## config.mk

```make
export PLATFORM = sky130hd
export DESIGN_NAME = cpl_status_tracker
export DESIGN_NICKNAME = d
export VERILOG_FILES = /design/src/rtl/cst_pkg.sv /design/src/rtl/cst_fifo.sv /design/src/rtl/cst_rd_port.sv /design/src/rtl/cpl_status_tracker.sv
export SDC_FILE = /design/constraint.sdc
export NUM_CORES = 1
export LEC_CHECK = 0
export CORE_ASPECT_RATIO = 2
export CORE_UTILIZATION = 35
export DETAILED_ROUTE_END_ITERATION = 12
export DONT_BUFFER_PORTS = 1
export GPL_TIMING_DRIVEN = 0
export SYNTH_ARGS = -nofsm -noshare
export SYNTH_HDL_FRONTEND = slang
export SYNTH_SLANG_ARGS = --single-unit
```

## constraint.sdc

```tcl
create_clock -name clk_i -period 5.3 [get_ports clk_i]
set_input_delay 0 -clock clk_i [delete_from_list [all_inputs] [get_ports clk_i]]
set_output_delay 0 -clock clk_i [all_outputs]
set_load 0.01 [all_outputs]
```

## src/rtl/cst_pkg.sv

```systemverilog
package cst_pkg;
  localparam int unsigned STAT_W = 32;

  typedef struct packed {
    logic err;
    logic done;
  } cpl_stat_t;
endpackage

```

## src/rtl/cst_fifo.sv

```systemverilog
module cst_fifo #(
  parameter int unsigned DEPTH = 512,
  localparam int unsigned PTR_W = (DEPTH > 1) ? $clog2(DEPTH) : 1,
  localparam int unsigned CNT_W = PTR_W + 1
) (
  input  logic clk_i,
  input  logic rst_ni,
  input  logic push_i,
  input  logic push_err_i,
  input  logic pop_i,
  output logic empty_o,
  output logic full_o,
  output logic head_err_o
);
  logic [DEPTH-1:0] err_mem_q;
  logic [PTR_W-1:0] wr_ptr_q, rd_ptr_q;
  logic [CNT_W-1:0] cnt_q;
  logic             do_push, do_pop;

  assign empty_o    = (cnt_q == '0);
  assign full_o     = (cnt_q == CNT_W'(DEPTH));
  assign do_pop     = pop_i && !empty_o;
  assign do_push    = push_i && (!full_o || do_pop);
  assign head_err_o = err_mem_q[rd_ptr_q];

  always_ff @(posedge clk_i) begin
    if (do_push) err_mem_q[wr_ptr_q] <= push_err_i;
  end

  always_ff @(posedge clk_i or negedge rst_ni) begin
    if (!rst_ni) begin
      wr_ptr_q <= '0;
      rd_ptr_q <= '0;
      cnt_q    <= '0;
    end else begin
      if (do_push) wr_ptr_q <= (wr_ptr_q == PTR_W'(DEPTH - 1)) ? '0 : wr_ptr_q + 1'b1;
      if (do_pop)  rd_ptr_q <= (rd_ptr_q == PTR_W'(DEPTH - 1)) ? '0 : rd_ptr_q + 1'b1;
      case ({do_push, do_pop})
        2'b10:   cnt_q <= cnt_q + 1'b1;
        2'b01:   cnt_q <= cnt_q - 1'b1;
        default: cnt_q <= cnt_q;
      endcase
    end
  end

  AST_NO_OVERFLOW: assert property (@(posedge clk_i) disable iff (!rst_ni)
    (push_i && !pop_i) |-> !full_o);
  AST_NO_UNDERFLOW: assert property (@(posedge clk_i) disable iff (!rst_ni)
    pop_i |-> !empty_o);
  AST_PUSH_POP_HOLD: assert property (@(posedge clk_i) disable iff (!rst_ni)
    (push_i && pop_i) |=> $stable(cnt_q));
endmodule

```

## src/rtl/cst_rd_port.sv

```systemverilog
module cst_rd_port
  import cst_pkg::*;
#(
  parameter int unsigned ADDR_W      = 8,
  parameter logic [ADDR_W-1:0] STAT_OFFSET = ADDR_W'(4)
) (
  input  logic              clk_i,
  input  logic              rst_ni,
  input  logic              rd_en_i,
  input  logic [ADDR_W-1:0] rd_addr_i,
  input  logic              empty_i,
  input  logic              head_err_i,
  output logic              pop_o,
  output logic [STAT_W-1:0] rd_data_o
);
  logic      hit;
  cpl_stat_t stat_d, stat_q;

  assign hit   = rd_en_i && (rd_addr_i == STAT_OFFSET);
  assign pop_o = hit && !empty_i;

  always_comb begin
    stat_d = '0;
    if (pop_o) begin
      stat_d.done = 1'b1;
      stat_d.err  = head_err_i;
    end
  end

  always_ff @(posedge clk_i or negedge rst_ni) begin
    if (!rst_ni) stat_q <= '0;
    else         stat_q <= stat_d;
  end

  assign rd_data_o = {{(STAT_W-2){1'b0}}, stat_q};

  AST_UPPER_ZERO: assert property (@(posedge clk_i) disable iff (!rst_ni)
    rd_data_o[STAT_W-1:2] == '0);
  AST_ERR_NEEDS_DONE: assert property (@(posedge clk_i) disable iff (!rst_ni)
    rd_data_o[1] |-> rd_data_o[0]);
  AST_MISS_READS_ZERO: assert property (@(posedge clk_i) disable iff (!rst_ni)
    !(rd_en_i && rd_addr_i == STAT_OFFSET) |=> rd_data_o == '0);
  AST_EMPTY_READS_ZERO: assert property (@(posedge clk_i) disable iff (!rst_ni)
    (rd_en_i && empty_i) |=> rd_data_o == '0);
endmodule

```

## src/rtl/cpl_status_tracker.sv

```systemverilog
module cpl_status_tracker
  import cst_pkg::*;
#(
  parameter int unsigned NUM_SRC     = 2,
  parameter int unsigned MAX_OUT     = 218,
  parameter int unsigned ADDR_W      = 8,
  parameter logic [ADDR_W-1:0] STAT_OFFSET = ADDR_W'(4),
  localparam int unsigned NEED  = NUM_SRC * MAX_OUT,
  localparam int unsigned DEPTH = 1 << $clog2(NEED)
) (
  input  logic              clk_i,
  input  logic              rst_ni,
  input  logic              cpl_valid_i,
  input  logic              cpl_err_i,
  input  logic              rd_en_i,
  input  logic [ADDR_W-1:0] rd_addr_i,
  output logic [STAT_W-1:0] rd_data_o
);
  logic empty, full, head_err, pop;

  cst_fifo #(.DEPTH(DEPTH)) i_fifo (
    .clk_i      (clk_i),
    .rst_ni     (rst_ni),
    .push_i     (cpl_valid_i),
    .push_err_i (cpl_err_i),
    .pop_i      (pop),
    .empty_o    (empty),
    .full_o     (full),
    .head_err_o (head_err)
  );

  cst_rd_port #(.ADDR_W(ADDR_W), .STAT_OFFSET(STAT_OFFSET)) i_rd_port (
    .clk_i      (clk_i),
    .rst_ni     (rst_ni),
    .rd_en_i    (rd_en_i),
    .rd_addr_i  (rd_addr_i),
    .empty_i    (empty),
    .head_err_i (head_err),
    .pop_o      (pop),
    .rd_data_o  (rd_data_o)
  );

  AST_NEVER_FULL_PUSH: assert property (@(posedge clk_i) disable iff (!rst_ni)
    (cpl_valid_i && full) |-> pop);
endmodule

```

## After elaboration in Yosys (flattened, before gate mapping)

Index checks and enable logic that the tools add are counted.

| cells by class | value |
|---|---|
| mux-type cells | 9 |
| equality and inequality tests | 6 |
| reduce and logical (&&, ||, !) cells | 10 |
| order comparisons | 3 |
| $add $sub $neg | 4 |

Operators by type and width:

| operator | number |
|---|---|
| $bwmux 512 | 1 |
| $lt 9x10->1 const B | 2 |
| $pmux 10 s2 | 1 |
| $add 9x1->9 const B | 2 |
| $eq 9x9->1 const B | 2 |
| $mux 9 | 2 |
| $add 10x1->10 const B | 1 |
| $eq 10x10->1 const B | 1 |
| $logic_not 10->1 | 1 |
| $sub 10x1->10 const B | 1 |
| $bmux 1 s9 | 1 |
| $demux 1 s9 | 1 |
| $ge 9x1->1 const B | 1 |
| $eq 8x3->1 const B | 1 |
| $logic_and 1x1->1 | 5 |
| $eq 2x1->1 const B | 1 |
| $eq 2x2->1 const B | 1 |
| $logic_not 1->1 | 2 |
| $mux 1 | 2 |
| $mux 2 | 1 |
| $reduce_bool 2->1 | 1 |
| $logic_or 1x1->1 | 1 |

| word-level totals | value |
|---|---|
| input bits | 13 |
| logic and storage cells | 38 |
| register bits | 542 |
| output and inout bits | 32 |

## Depth between registers and ports, before layout

Gate-level depths: netlist of run 1.

| logic depth | value |
|---|---|
| depth after elaboration | 8 |
| mapped depth | 13 |
| mapped depth without buffers | 13 |

## Hierarchy

A second synthesis of run 1 with hierarchy kept.

| unflattened totals | value |
|---|---|
| cells, all modules | 1775 |
| area total of the unflattened synthesis | 24151.9 um2 |

Modules (own cells, without submodules):

| module | seq. area each (um2) | area an instance (um2) | cells each | times used |
|---|---|---|---|---|
| cst_fifo | 16075.4 | 23827.9 | 1736 | 1 |
| cst_rd_port | 50.0 | 324.1 | 39 | 1 |

## Least setup slack after synthesis of run 1

Ideal clock, no wire load.

| timing path | value |
|---|---|
| path kind | flip-flop to flip-flop |
| start point | reg i_fifo.cnt_q[3] |
| end point | reg i_fifo.cnt_q[9] |
| library setup time | 131 ps |
| path slack | 1920 ps |
| cell stages (with the launch flop) | 13 |
| data required time | 5169 ps |
| arrival time | 3249 ps |
| buffers on the path | 0 |
| clock period less this slack | 3380 ps |
| cell sequence | dfrtp_1 -> or4_1 -> nor4_2 -> a21o_1 -> nor2_1 -> ha_1 -> a21o_1 -> a21oi_1 -> o211ai_1 -> a41o_1 -> or3_1 -> nand3_1 -> o211ai_1 |

| between the ends | value |
|---|---|
| cells in the longest elaborated chain, start to end | 8 |
| elaborated cells between the ends (all ways) | 14 |
| classes of those cells | add/sub (2); eq/ne (3); mux (1); reduce/logical (8) |

Ends and longest elaborated chain:

| item | RTL line | RTL |
|---|---|---|
| start: declaration | cst_fifo.sv:17 | `logic [CNT_W-1:0] cnt_q;` |
| start signal: assignment | cst_fifo.sv:39 | `2'b10: cnt_q <= cnt_q + 1'b1;` |
| start signal: assignment | cst_fifo.sv:40 | `2'b01: cnt_q <= cnt_q - 1'b1;` |
| start signal: assignment | cst_fifo.sv:41 | `default: cnt_q <= cnt_q;` |
| $logic_not 10->1 | cst_fifo.sv:20 | `assign empty_o = (cnt_q == '0);` |
| $logic_not 1->1 | cst_fifo.sv:22, cst_rd_port.sv:20 |  |
| $logic_and 1x1->1 | cst_rd_port.sv:20 | `assign pop_o = hit && !empty_i;` |
| $logic_and 1x1->1 | cst_fifo.sv:22 | `assign do_pop = pop_i && !empty_o;` |
| $logic_or 1x1->1 | cst_fifo.sv:23 | `assign do_push = push_i && (!full_o \|\| do_pop);` |
| $logic_and 1x1->1 | cst_fifo.sv:23 |  |
| $eq 2x1->1 / $eq 2x2->1 (equally long branches) | cst_fifo.sv:38 | `case ({do_push, do_pop})` |
| $pmux 10 s2 / $reduce_bool 2->1 (equally long branches) | - |  |

Several ways; a longest one is shown, not always the timed one.
A chain may end at the register's enable or synchronous reset.

==> qor.csv, run 1 <==
metric,value,unit
"Period Utilization, post-route",89.35,%
initial DRC count,1620,
Die Wd,188.7,um
post-place instance area,25650,um2
Sum Neg Setup Slack,0,ns
first-pass GRT wire length,110100,um
synth-to-layout area growth,11.36,%
max-cap check violation count,0,
ratio of cells with drive above 1 in the final layout,15.34,%
cell row count,136,
Detail Placement HPWL,53420,um
Critical Path Fanout Max,10,
data required time of the critical path,5.73,ns
kind of start point of the critical path,flop,
DR vias/cell,5.473,
Final Hold Violating Endpoints,66,
maximum number of pins on one net before global-route repair,513,
worst clock skew on the final layout,0.02760,ns
worst hold slack across all endpoints,-0.4018,ns
detail-routed net length per standard cell,27.53,um
number of antenna cells inserted,0,
fraction of the core area covered by cells at the end of the flow,39.44,%
routed wire length,77280,um
Pwr Density,338.2,nW/um2
Final GP Congestion,0.9667,
portion of synthesized cell area occupied by the leading cell type,62.99,%
total number of vias,15360,
run status,finished with violations,
sequential-to-total area share from yosys stat,66.06,%
maximum clock frequency,211.2,MHz
post-cts sizing count,0,
setup fix buffers added after clock tree synthesis,0,
crit path DAT,5.17,ns
Setup Crit Path Kind,flop to flop,
full die area,70870,um2
Worst VDD drop,0.2620,mV
top_reg_cell synth,edfxtp_1,
clock buffer count from CTS,46,
Synth Cell Area,24410,um2
initial core utilization,35.42,%
most used standard cell by instance count after synthesis,nor2_1,
count of antenna-violating nets left after detailed routing,0,
most frequent cells after synthesis,"nor2_1, edfxtp_1, mux4_2",
biggest area consumer among synthesized cells,edfxtp_1,
class of the worst hold path,primary input to flop,
Cells after Synth,1792,
number of storage elements in the synthesis netlist,542,
setup violation total in the final timing report,0,
cell area after layout,27180,um2
clock latency at the later pin of the worst-skew pair,0.60,ns
number of ports placed on the die boundary,45,
violated checks,negative hold slack,
register area,16130,um2
count of hold buffers inserted by post-cts repair,6,
worst slack at placement,0.8215,ns
clock root buffer,clkbuf_16,
Synthesis Warnings,0,
placeable core region,68920,um2
kind of end point of the critical path,flop,
leakage power of the design,8.128,nW
pin slew with the least headroom to its limit,1.424,ns
fraction of registers with async set/reset,5.535,%
remaining global-route overflow,0,
max-slew violations,0,
Tot Pwr,9.192,mW
initial antenna violation count,0,
total iterations of the first detailed-routing run,5,
clock-pin slew of the registers on the worst-case setup and hold paths,0.07,ns
setup ws final,0.5644,ns
number of port buffers,0,
number of global-route vias before repair,15960,
die extent in y,375.5,um
footprint of the multi-input gates,7408,um2
total number of H-tree levels,2,
slew margin rel.,5.098,%
Synth cell types,62,
clock period minus worst slack,4.736,ns
# fillers,6441,
number of clock sinks,542,
post-synthesis area per instance,13.62,um2
post-layout net count,1905,
number of remaining DRC errors,0,
total track usage,22.08,%
TritonCTS clock tree,yes,
Clock Tree Buf Depth,3,
count of flip-flops with a built-in enable after synthesis,512,
top area cells in the synthesized netlist,"edfxtp_1, mux4_2, nor2_1",
RSZ-0062 raised after global routing,false,
-- cells by family (layout without fill, tap and decap cells) --
logic type	after synthesis	in the layout	share of synthesized area (%)
AOI/OAI and AO/OA	141	141	3.952
xor gates and xnor gates	8	8	0.2871
adders and majority gates	16	16	0.8509
buffers and inverters	188	277	4.116
DFF	542	542	66.06
muxes	158	158	12.33
other	1	30	0.01536
and+or+nand+nor	738	738	12.38
-- final timing paths --
path                                    start                     end  slack, ns  cells after the start
setup / recovery           i_fifo.rd_ptr_q[1]  i_rd_port.rd_data_o[1]       0.56                      9
hold / removal                      cpl_err_i   i_fifo.err_mem_q[215]      -0.40                      0
setup reg to reg           i_fifo.rd_ptr_q[1]  i_rd_port.rd_data_o[1]       0.56                      9
hold reg to reg               i_fifo.cnt_q[8]         i_fifo.cnt_q[8]       0.51                      2
max in group asynchronous              rst_ni  i_rd_port.rd_data_o[0]       4.62                      4
min in group asynchronous              rst_ni         i_fifo.cnt_q[9]       0.46                      4
-- cell type report --
| class | instances | share of cell area [%] |
|---|---|---|
| repair buffers | 7 | 0.3360 |
| inverters | 14 | 0.1933 |
| plain buffers | 174 | 3.503 |
| clock inverters | 22 | 0.7595 |
| clock buffers | 60 | 4.506 |
| multi-input cells | 1091 | 27.25 |
| flip-flops and latches | 542 | 59.32 |
| well taps | 897 | 4.129 |
-- layer usage --
metal,share of wire [%],vias up,global-route usage [%]
met4,10,0,19.61
met2,54,639,40.93
met5,0,-,0
met3,5.4,236,3.127
met1,31,7832,20.80
li1,-,6657,-
-- flip-flops by register name, summed over array words and instances (netlist names) --
| name | cells |
|---|---|
| i_fifo.cnt_q | 10 |
| i_fifo.err_mem_q | 512 |
| i_fifo.rd_ptr_q | 9 |
| i_fifo.wr_ptr_q | 9 |
| i_rd_port.rd_data_o | 2 |
-- cell usage in the layout, fill, tap and decap left out, types with 5 or more instances in the layout --
cell and n:
a21o_1 6, a21oi_1 27, o22ai_1 11, mux2i_1 33
nor3_1 15, mux2_2 13, a221oi_1 7, clkbuf_1 87
nor4_1 5, buf_2 51, nand4_1 11, dfrtp_1 30
mux4_2 109, nor2_1 546, o31ai_1 6, o21ai_0 27
conb_1 30, clkinv_1 12, edfxtp_1 512, buf_6 11
nand3_1 25, inv_1 13, nand2b_1 9, a22oi_1 19
a211oi_1 6, clkbuf_16 47, buf_4 34, nand2_1 80
ha_1 15, nor2b_1 18, a31oi_1 7, xor2_1 5
-- where the power goes --
part	switching, mW	internal, mW	total (mW)	leakage (nW)
clock	1.57	1.83	3.39	0.693
combinational	0.700	0.293	0.993	2.46
sequential	0.0566	4.75	4.81	4.98
total	2.32	6.87	9.19	8.13
-- worst max-delay path, stage by stage (launching register included) --
cell and delay [ns]:
dfrtp_1 0.44, buf_4 0.25, buf_2 0.39, buf_2 0.45
clkbuf_1 0.82, mux2i_1 0.95, o221ai_1 0.46, a211o_1 0.43
a41oi_2 0.19, o221ai_2 0.16
-- through the flow --
step	hold WS, ns	std cells
4_1_cts	-0.4386	2806
6_report	-0.4018	2807
5_1_grt	-0.4073	2807
3_3_place_gp	-0.2935	2718
3_5_place_dp	-0.2935	2718
2_1_floorplan	-0.2956	1821
(Power assumes the default switching activity.)
==> run 2, diff against run 1 <==
Settings changed: ABC_AREA set to 1, CELL_PAD_IN_SITES_DETAIL_PLACEMENT set to 0, CELL_PAD_IN_SITES_GLOBAL_PLACEMENT set to 2, PLACE_DENSITY_LB_ADDON set to 0.1.
==> run 2 against run 1 <==
The flow finishes with violations (negative hold slack, max-slew violations); sequential share of layout area down 3.6 points; total power up 16%; die area up 5.8%; synthesized cell count rose by 55%; clock skew fell by 0.0089 ns; via count up 31%; critical path type unchanged; largest power group unchanged.
==> qor.csv, run 2 <==
metric,value,unit,change
number of port buffers,0,,unchanged
pin slew with the least headroom to its limit,1.629,ns,was 1.424 ns
slew margin rel.,-8.576,%,was 5.098%
number of flip-flops under the largest register name,512,,unchanged
number of ports placed on the die boundary,45,,unchanged
Die Wd,194.1,um,was 188.7 um
clock root buffer,clkbuf_16,,unchanged
initial DRC count,1618,,was 1620
biggest area consumer among synthesized cells,edfxtp_1,,unchanged
kind of end point of the critical path,flop,,unchanged
run status,finished with violations,,unchanged
DR vias/cell,5.245,,was 5.473
Register-to-Register Path Depth,17,,was 9
most frequent cells after synthesis,"nor2_1, nand2_1, edfxtp_1",,"was nor2_1, edfxtp_1, mux4_2"
count of flip-flops with a built-in enable after synthesis,512,,unchanged
"commonest non-fill, non-tap cell in the layout",nor2_1,,unchanged
kind of start point of the critical path,flop,,unchanged
data required time of the critical path,5.84,ns,was 5.73 ns
worst-case register-to-register setup slack,1.48,ns,was 0.56 ns
Pwr Density,369.3,nW/um2,was 338.2 nW/um2
number of remaining DRC errors,0,,unchanged
launch instance of the worst min-delay path,cpl_err_i,,unchanged
Synth cell types,32,,was 62
Synthesis Warnings,0,,unchanged
violated checks,"negative hold slack, max-slew violations",,was negative hold slack
die extent in y,386.2,um,was 375.5 um
maximum clock frequency,262.0,MHz,was 211.2 MHz
Critical Path Fanout Max,10,,unchanged
TritonCTS clock tree,yes,,unchanged
ratio of cells with drive above 1 in the final layout,6.954,%,was 15.34%
worst hold slack across all endpoints,-0.4738,ns,was -0.4018 ns
top_reg_cell synth,edfxtp_1,,unchanged
clock-pin slew of the registers on the worst-case setup and hold paths,0.07,ns,about the same
Crit Reg-Reg Endpoint,i_fifo.cnt_q[9],,was i_rd_port.rd_data_o[1]
clock period minus worst slack,3.817,ns,was 4.736 ns
Cells after Synth,2785,,was 1792
destination of the critical timing path,i_fifo.cnt_q[9],,was i_rd_port.rd_data_o[1]
setup ws final,1.483,ns,was 0.5644 ns
RSZ-0062 raised after global routing,false,,unchanged
leading registers by flop count,"i_fifo.err_mem_q x512, i_fifo.cnt_q x10",,unchanged
register area,16130,um2,unchanged
remaining global-route overflow,0,,unchanged
footprint of the multi-input gates,8053,um2,was 7408 um2
fraction of the core area covered by cells at the end of the flow,39.74,%,was 39.44%
top area cells in the synthesized netlist,"edfxtp_1, nor2_1, nand2_1",,"was edfxtp_1, mux4_2, nor2_1"
Worst VDD drop,0.2699,mV,was 0.2620 mV
worst setup path start,i_fifo.cnt_q[0],,was i_fifo.rd_ptr_q[1]
total number of H-tree levels,2,,unchanged
sequential-to-total area share from yosys stat,62.42,%,was 66.06%
Sum Neg Setup Slack,0,ns,unchanged
# fillers,7426,,was 6441
class of the worst hold path,primary input to flop,,unchanged
clock buffer count from CTS,51,,was 46
count of hold buffers inserted by post-cts repair,9,,was 6
Tot Pwr,10.70,mW,was 9.192 mW
Synth Cell Area,25830,um2,was 24410 um2
maximum number of pins on one net before global-route repair,513,,unchanged
"Period Utilization, post-route",72.03,%,was 89.35%
number of clock sinks,542,,unchanged
initial antenna violation count,0,,unchanged
routed wire length,105100,um,was 77280 um
total track usage,28.00,%,was 22.08%
total number of vias,20150,,was 15360
Detail Placement HPWL,71790,um,was 53420 um
Clock Tree Buf Depth,3,,unchanged
Final Hold Violating Endpoints,128,,was 66
total iterations of the first detailed-routing run,5,,unchanged
Setup Crit Path Kind,flop to flop,,unchanged
post-synthesis area per instance,9.276,um2,was 13.62 um2
"top library cells by usage in the layout, fill and taps aside","nor2_1, nand2_1, edfxtp_1, nand3_1, inv_1",,"was nor2_1, edfxtp_1, mux4_2, clkbuf_1, nand2_1"
detail-routed net length per standard cell,27.34,um,was 27.53 um
post-layout net count,2906,,was 1905
number of storage elements in the synthesis netlist,542,,unchanged
setup fix buffers added after clock tree synthesis,0,,unchanged
clock latency at the later pin of the worst-skew pair,0.62,ns,was 0.60 ns
setup violation total in the final timing report,0,,unchanged
max-slew violations,131,,was 0
worst clock skew on the final layout,0.01873,ns,was 0.02760 ns
leakage power of the design,10.53,nW,was 8.128 nW
first-pass GRT wire length,145100,um,was 110100 um
initial core utilization,35.45,%,was 35.42%
full die area,74960,um2,was 70870 um2
portion of synthesized cell area occupied by the leading cell type,59.52,%,was 62.99%
synth-to-layout area growth,12.10,%,was 11.36%
Final GP Congestion,0.8875,,was 0.9667
crit path DAT,4.36,ns,was 5.17 ns
worst slack at placement,1.470,ns,was 0.8215 ns
"Most flops, register",i_fifo.err_mem_q,,unchanged
max-cap check violation count,0,,unchanged
placeable core region,72870,um2,was 68920 um2
cell row count,140,,was 136
origin of the critical flop-to-flop path,i_fifo.cnt_q[0],,was i_fifo.rd_ptr_q[1]
number of antenna cells inserted,0,,unchanged
number of global-route vias before repair,20060,,was 15960
most used standard cell by instance count after synthesis,nor2_1,,unchanged
fraction of registers with async set/reset,5.535,%,unchanged
count of antenna-violating nets left after detailed routing,0,,unchanged
==> run 2: changes by cell type in the layout (fill, tap and decap cells not counted), moves of 20 or more <==
| cell | change |
|---|---|
| o211ai_1 | +66 |
| nand3_1 | +154 |
| or2_2 | +20 |
| mux2i_1 | -33 |
| mux4_2 | -109 |
| nand2_1 | +580 |
| clkbuf_1 | +40 |
| inv_1 | +148 |
| nor2_1 | +168 |
| o21ai_0 | +82 |
==> run 2: critical path, stage by stage, from the launching register on <==
cell and delay (ns):
dfrtp_1 0.37, inv_1 0.11, nand4_1 0.10, nor2_1 0.09, nand2_1 0.09, nand2_1 0.29, nor2_1 0.81, ha_1 0.43
a21oi_1 0.20, o21ai_0 0.09, nor2_1 0.18, o21ai_0 0.19, nand2_1 0.12, nand2_1 0.05, a21oi_1 0.24, nand2_1 0.07
o21ai_0 0.12, xor2_1 0.16
==> run 2: what timing repair did <==
item | CTS | global route
endpoints found under the hold margin | 546 | 512
resized for setup | 0 | 0
setup endpoints to repair | 0 | 0
==> run 2: stage by stage <==
step | cell area, um2 | std cells | hold WS (ns)
floorplan | 25940 | 2814 | -0.2956
global placement | 27100 | 3737 | -0.2942
detailed placement | 27110 | 3738 | -0.2943
CTS | 28960 | 3842 | -0.5099
global route | 28960 | 3842 | -0.5013
finish | 28960 | 3842 | -0.4738
==> run 2: worst min path at each step <==
| stage | to | slack [ns] | cells past startpoint |
|---|---|---|---|
| 6_report | i_fifo.err_mem_q[410] | -0.47 | 0 |
| 3_3_place_gp | i_fifo.cnt_q[9] | -0.29 | 0 |
| 5_1_grt | i_fifo.err_mem_q[447] | -0.50 | 0 |
| 3_5_place_dp | i_fifo.cnt_q[9] | -0.29 | 0 |
| 4_1_cts | i_fifo.err_mem_q[445] | -0.51 | 0 |
| 2_1_floorplan | i_fifo.cnt_q[0] | -0.30 | 0 |
==> run 2: where the power goes <==
group | internal, mW | switching (mW)
logic | 0.399 | 1.50
registers | 4.76 | 0.0631
clock network | 2.24 | 1.73
total | 7.40 | 3.30
==> run 2: cells by family after synthesis <==
family | Yosys count | share of synthesized area, %
AOI/OAI and AO/OA | 209 | 4.747
xor gates and xnor gates | 8 | 0.2712
adders and majority gates | 16 | 0.8040
buffers and inverters | 392 | 6.844
DFF | 542 | 62.42
other | 1 | 0.01452
and+or+nand+nor | 1617 | 24.90
==> run 2: final cells by class <==
| class | count | area share [%] |
|---|---|---|
| clock buffer | 64 | 4.792 |
| timing repair buffer | 10 | 0.4061 |
| multi-input combinational | 1880 | 27.81 |
| tap | 923 | 3.988 |
| buffer | 225 | 3.940 |
| clock inverter | 31 | 1.218 |
| sequential | 542 | 55.68 |
| inverter | 167 | 2.165 |
==> run 2: layer usage <==
layer	up-vias	global-route usage (%)	wire (um)
met2	685	54.40	56960
li1	9251	-	-
met4	0	17.43	7020
met1	9973	28.68	36410
met5	-	0	0
met3	244	2.455	4660
==> run 3, diff against run 2 <==
Clock period 5.3 ns to 3.3 ns, I/O delays scaled along.
==> run 3 against run 2 <==
The flow still finishes with violations (negative hold slack, max-slew violations); via count rose by 0.50%; hold slack better by 0.0022 ns; clock power is 61% higher; critical path type unchanged; largest cell class unchanged; largest power group unchanged.
==> qor.csv, run 3 (same netlist as run 2, synthesis figures left out) <==
metric,value,unit,change
run status,finished with violations,,unchanged
violated checks,"negative hold slack, max-slew violations",,unchanged
data required time of the critical path,3.78,ns,was 5.84 ns
Final GP Congestion,0.8875,,unchanged
number of ports placed on the die boundary,45,,unchanged
number of flip-flops under the largest register name,512,,unchanged
total number of vias,20250,,was 20150
number of global-route vias before repair,20100,,was 20060
total iterations of the first detailed-routing run,5,,unchanged
Crit Reg-Reg Endpoint,i_rd_port.rd_data_o[1],,was i_fifo.cnt_q[9]
worst hold slack across all endpoints,-0.4716,ns,was -0.4738 ns
class of the worst hold path,primary input to flop,,unchanged
met1 global-route usage,28.86,%,was 28.68%
max-cap check violation count,0,,unchanged
post-layout net count,2911,,was 2906
"commonest non-fill, non-tap cell in the layout",nor2_1,,unchanged
kind of end point of the critical path,flop,,unchanged
Die Wd,194.1,um,unchanged
Pwr Density,591.5,nW/um2,was 369.3 nW/um2
number of antenna cells inserted,0,,unchanged
family with the most delay on the worst path,buffers and inverters,,was simple AND/OR/NAND/NOR gates
biggest cell delay along the critical path,0.52,ns,was 0.81 ns
slowest stage cell on the critical path,clkinv_1,,was nor2_1
clock root buffer,clkbuf_16,,unchanged
synth-to-layout area growth,12.59,%,was 12.10%
count of hold buffers inserted by post-cts repair,11,,was 9
total track usage,28.08,%,was 28.00%
remaining global-route overflow,0,,unchanged
pin slew with the least headroom to its limit,1.781,ns,was 1.629 ns
"top library cells by usage in the layout, fill and taps aside","nor2_1, nand2_1, edfxtp_1, nand3_1, inv_1",,unchanged
Tot Pwr,17.20,mW,was 10.70 mW
"Period Utilization, post-route",98.51,%,was 72.03%
clock-pin slew of the registers on the worst-case setup and hold paths,0.07,ns,about the same
worst-case register-to-register setup slack,0.05,ns,was 1.48 ns
cell depth of the worst min-delay path,0,,unchanged
initial antenna violation count,0,,unchanged
list of cells traversed by the critical path,"buf_2, clkinv_1, clkbuf_1, nand3_1, nand3_1, nand3_1, nand3_1, nand3_1, nand3_1, a21oi_1",,"was inv_1, nand4_1, nor2_1, nand2_1, nand2_1, nor2_1, ha_1, a21oi_1, o21ai_0, nor2_1, o21ai_0, nand2_1, nand2_1, a21oi_1, nand2_1, o21ai_0, xor2_1"
count of antenna-violating nets left after detailed routing,0,,unchanged
maximum clock frequency,307.6,MHz,was 262.0 MHz
Most Crowded Layer GR,met2,,unchanged
leading registers by flop count,"i_fifo.err_mem_q x512, i_fifo.cnt_q x10",,unchanged
ratio of cells with drive above 1 in the final layout,8.721,%,was 6.954%
cell row count,140,,unchanged
die extent in y,386.2,um,unchanged
worst clock skew on the final layout,0.02327,ns,was 0.01873 ns
maximum number of pins on one net before global-route repair,513,,unchanged
worst setup path start,i_fifo.rd_ptr_q[3],,was i_fifo.cnt_q[0]
RSZ-0062 raised after global routing,false,,unchanged
routed wire length,105400,um,was 105100 um
number of remaining DRC errors,0,,unchanged
TritonCTS clock tree,yes,,unchanged
clock period minus worst slack,3.251,ns,was 3.817 ns
Critical Path Fanout Max,10,,unchanged
Clock Tree Buf Depth,3,,unchanged
Setup Crit Path Kind,flop to flop,,unchanged
clock latency at the later pin of the worst-skew pair,0.62,ns,about the same
origin of the critical flop-to-flop path,i_fifo.rd_ptr_q[3],,was i_fifo.cnt_q[0]
initial core utilization,35.45,%,unchanged
placeable core region,72870,um2,unchanged
max-slew violations,184,,was 131
Worst VDD drop,0.4375,mV,was 0.2699 mV
Detail Placement HPWL,71790,um,unchanged
"Most flops, register",i_fifo.err_mem_q,,unchanged
first-pass GRT wire length,145500,um,was 145100 um
destination of the critical timing path,i_rd_port.rd_data_o[1],,was i_fifo.cnt_q[9]
final cell count without fillers,3847,,was 3842
number of port buffers,0,,unchanged
leakage power of the design,10.67,nW,was 10.53 nW
met3 usage in global routing,2.307,%,was 2.455%
cell with the most instances on the worst path,nand3_1,,was nand2_1
logic depth of the worst setup path including buffers,10,,was 17
Register-to-Register Path Depth,10,,was 17
initial DRC count,1689,,was 1618
full die area,74960,um2,unchanged
clock buffer count from CTS,51,,unchanged
total number of H-tree levels,2,,unchanged
setup violation total in the final timing report,0,,unchanged
crit path DAT,3.73,ns,was 4.36 ns
slew margin rel.,-18.71,%,was -8.576%
kind of start point of the critical path,flop,,unchanged
met2 Track Usage GR,54.60,%,was 54.40%
DR vias/cell,5.265,,was 5.245
Sum Neg Setup Slack,0,ns,unchanged
buffer and inverter count on the worst path,3,,was 1
detail-routed net length per standard cell,27.39,um,was 27.34 um
number of instances in the placed design,3738,,unchanged
Final Hold Violating Endpoints,118,,was 128
number of clock sinks,542,,unchanged
[run 3: what timing repair did]
action / CTS / global route
gates cloned: 0 / 1
endpoints found under the hold margin: 559 / 512
setup endpoints to repair: 323 / 90
setup buffers: 0 / 2
pin swaps: 0 / 1
resized for setup: 44 / 19
[run 3: cell type report]
cell class / count / area (um2)
Buffer: 225 / 1204
Clock buffer: 64 / 1388
Clock inverter: 31 / 352.8
Fill cell: 7424 / 43790
Inverter: 167 / 626.9
Multi-Input combinational cell: 1881 / 8080
Sequential cell: 542 / 16130
Tap cell: 923 / 1155
Timing Repair Buffer: 14 / 152.6
[run 3: report_power, final]
group	internal [mW]	leakage (nW)	switching (mW)
registers	7.64	4.96	0.102
clock network	3.60	0.853	2.78
logic	0.656	4.86	2.42
total	11.9	10.7	5.30
[run 3: metrics by stage]
stage	hold WS (ns)	cell area (um2)	setup slack [ns]	utilization, %
CTS	-0.5099	29040	0.0003997	39.86
global placement	-0.2942	27100	-0.4612	37.18
floorplan	-0.2956	25940	0.6343	-
finish	-0.4716	29080	0.04919	39.91
global route	-0.4997	29080	0.001343	39.91
detailed placement	-0.2943	27110	-0.5303	37.20
[run 3: how the worst min path moves through the flow]
stage / start / end / slack, ns
detailed placement: rst_ni / i_fifo.cnt_q[9] / -0.29
global placement: rst_ni / i_fifo.cnt_q[9] / -0.29
finish: cpl_err_i / i_fifo.err_mem_q[410] / -0.47
floorplan: rst_ni / i_fifo.cnt_q[0] / -0.30
CTS: cpl_err_i / i_fifo.err_mem_q[445] / -0.51
global route: cpl_err_i / i_fifo.err_mem_q[447] / -0.50
[run 3: metal layers]
layer / part of all wire, % / up-vias
met4: 6.6 / 0
li1: - / 9268
met1: 35 / 10070
met5: 0 / -
met3: 4.3 / 236
met2: 55 / 682
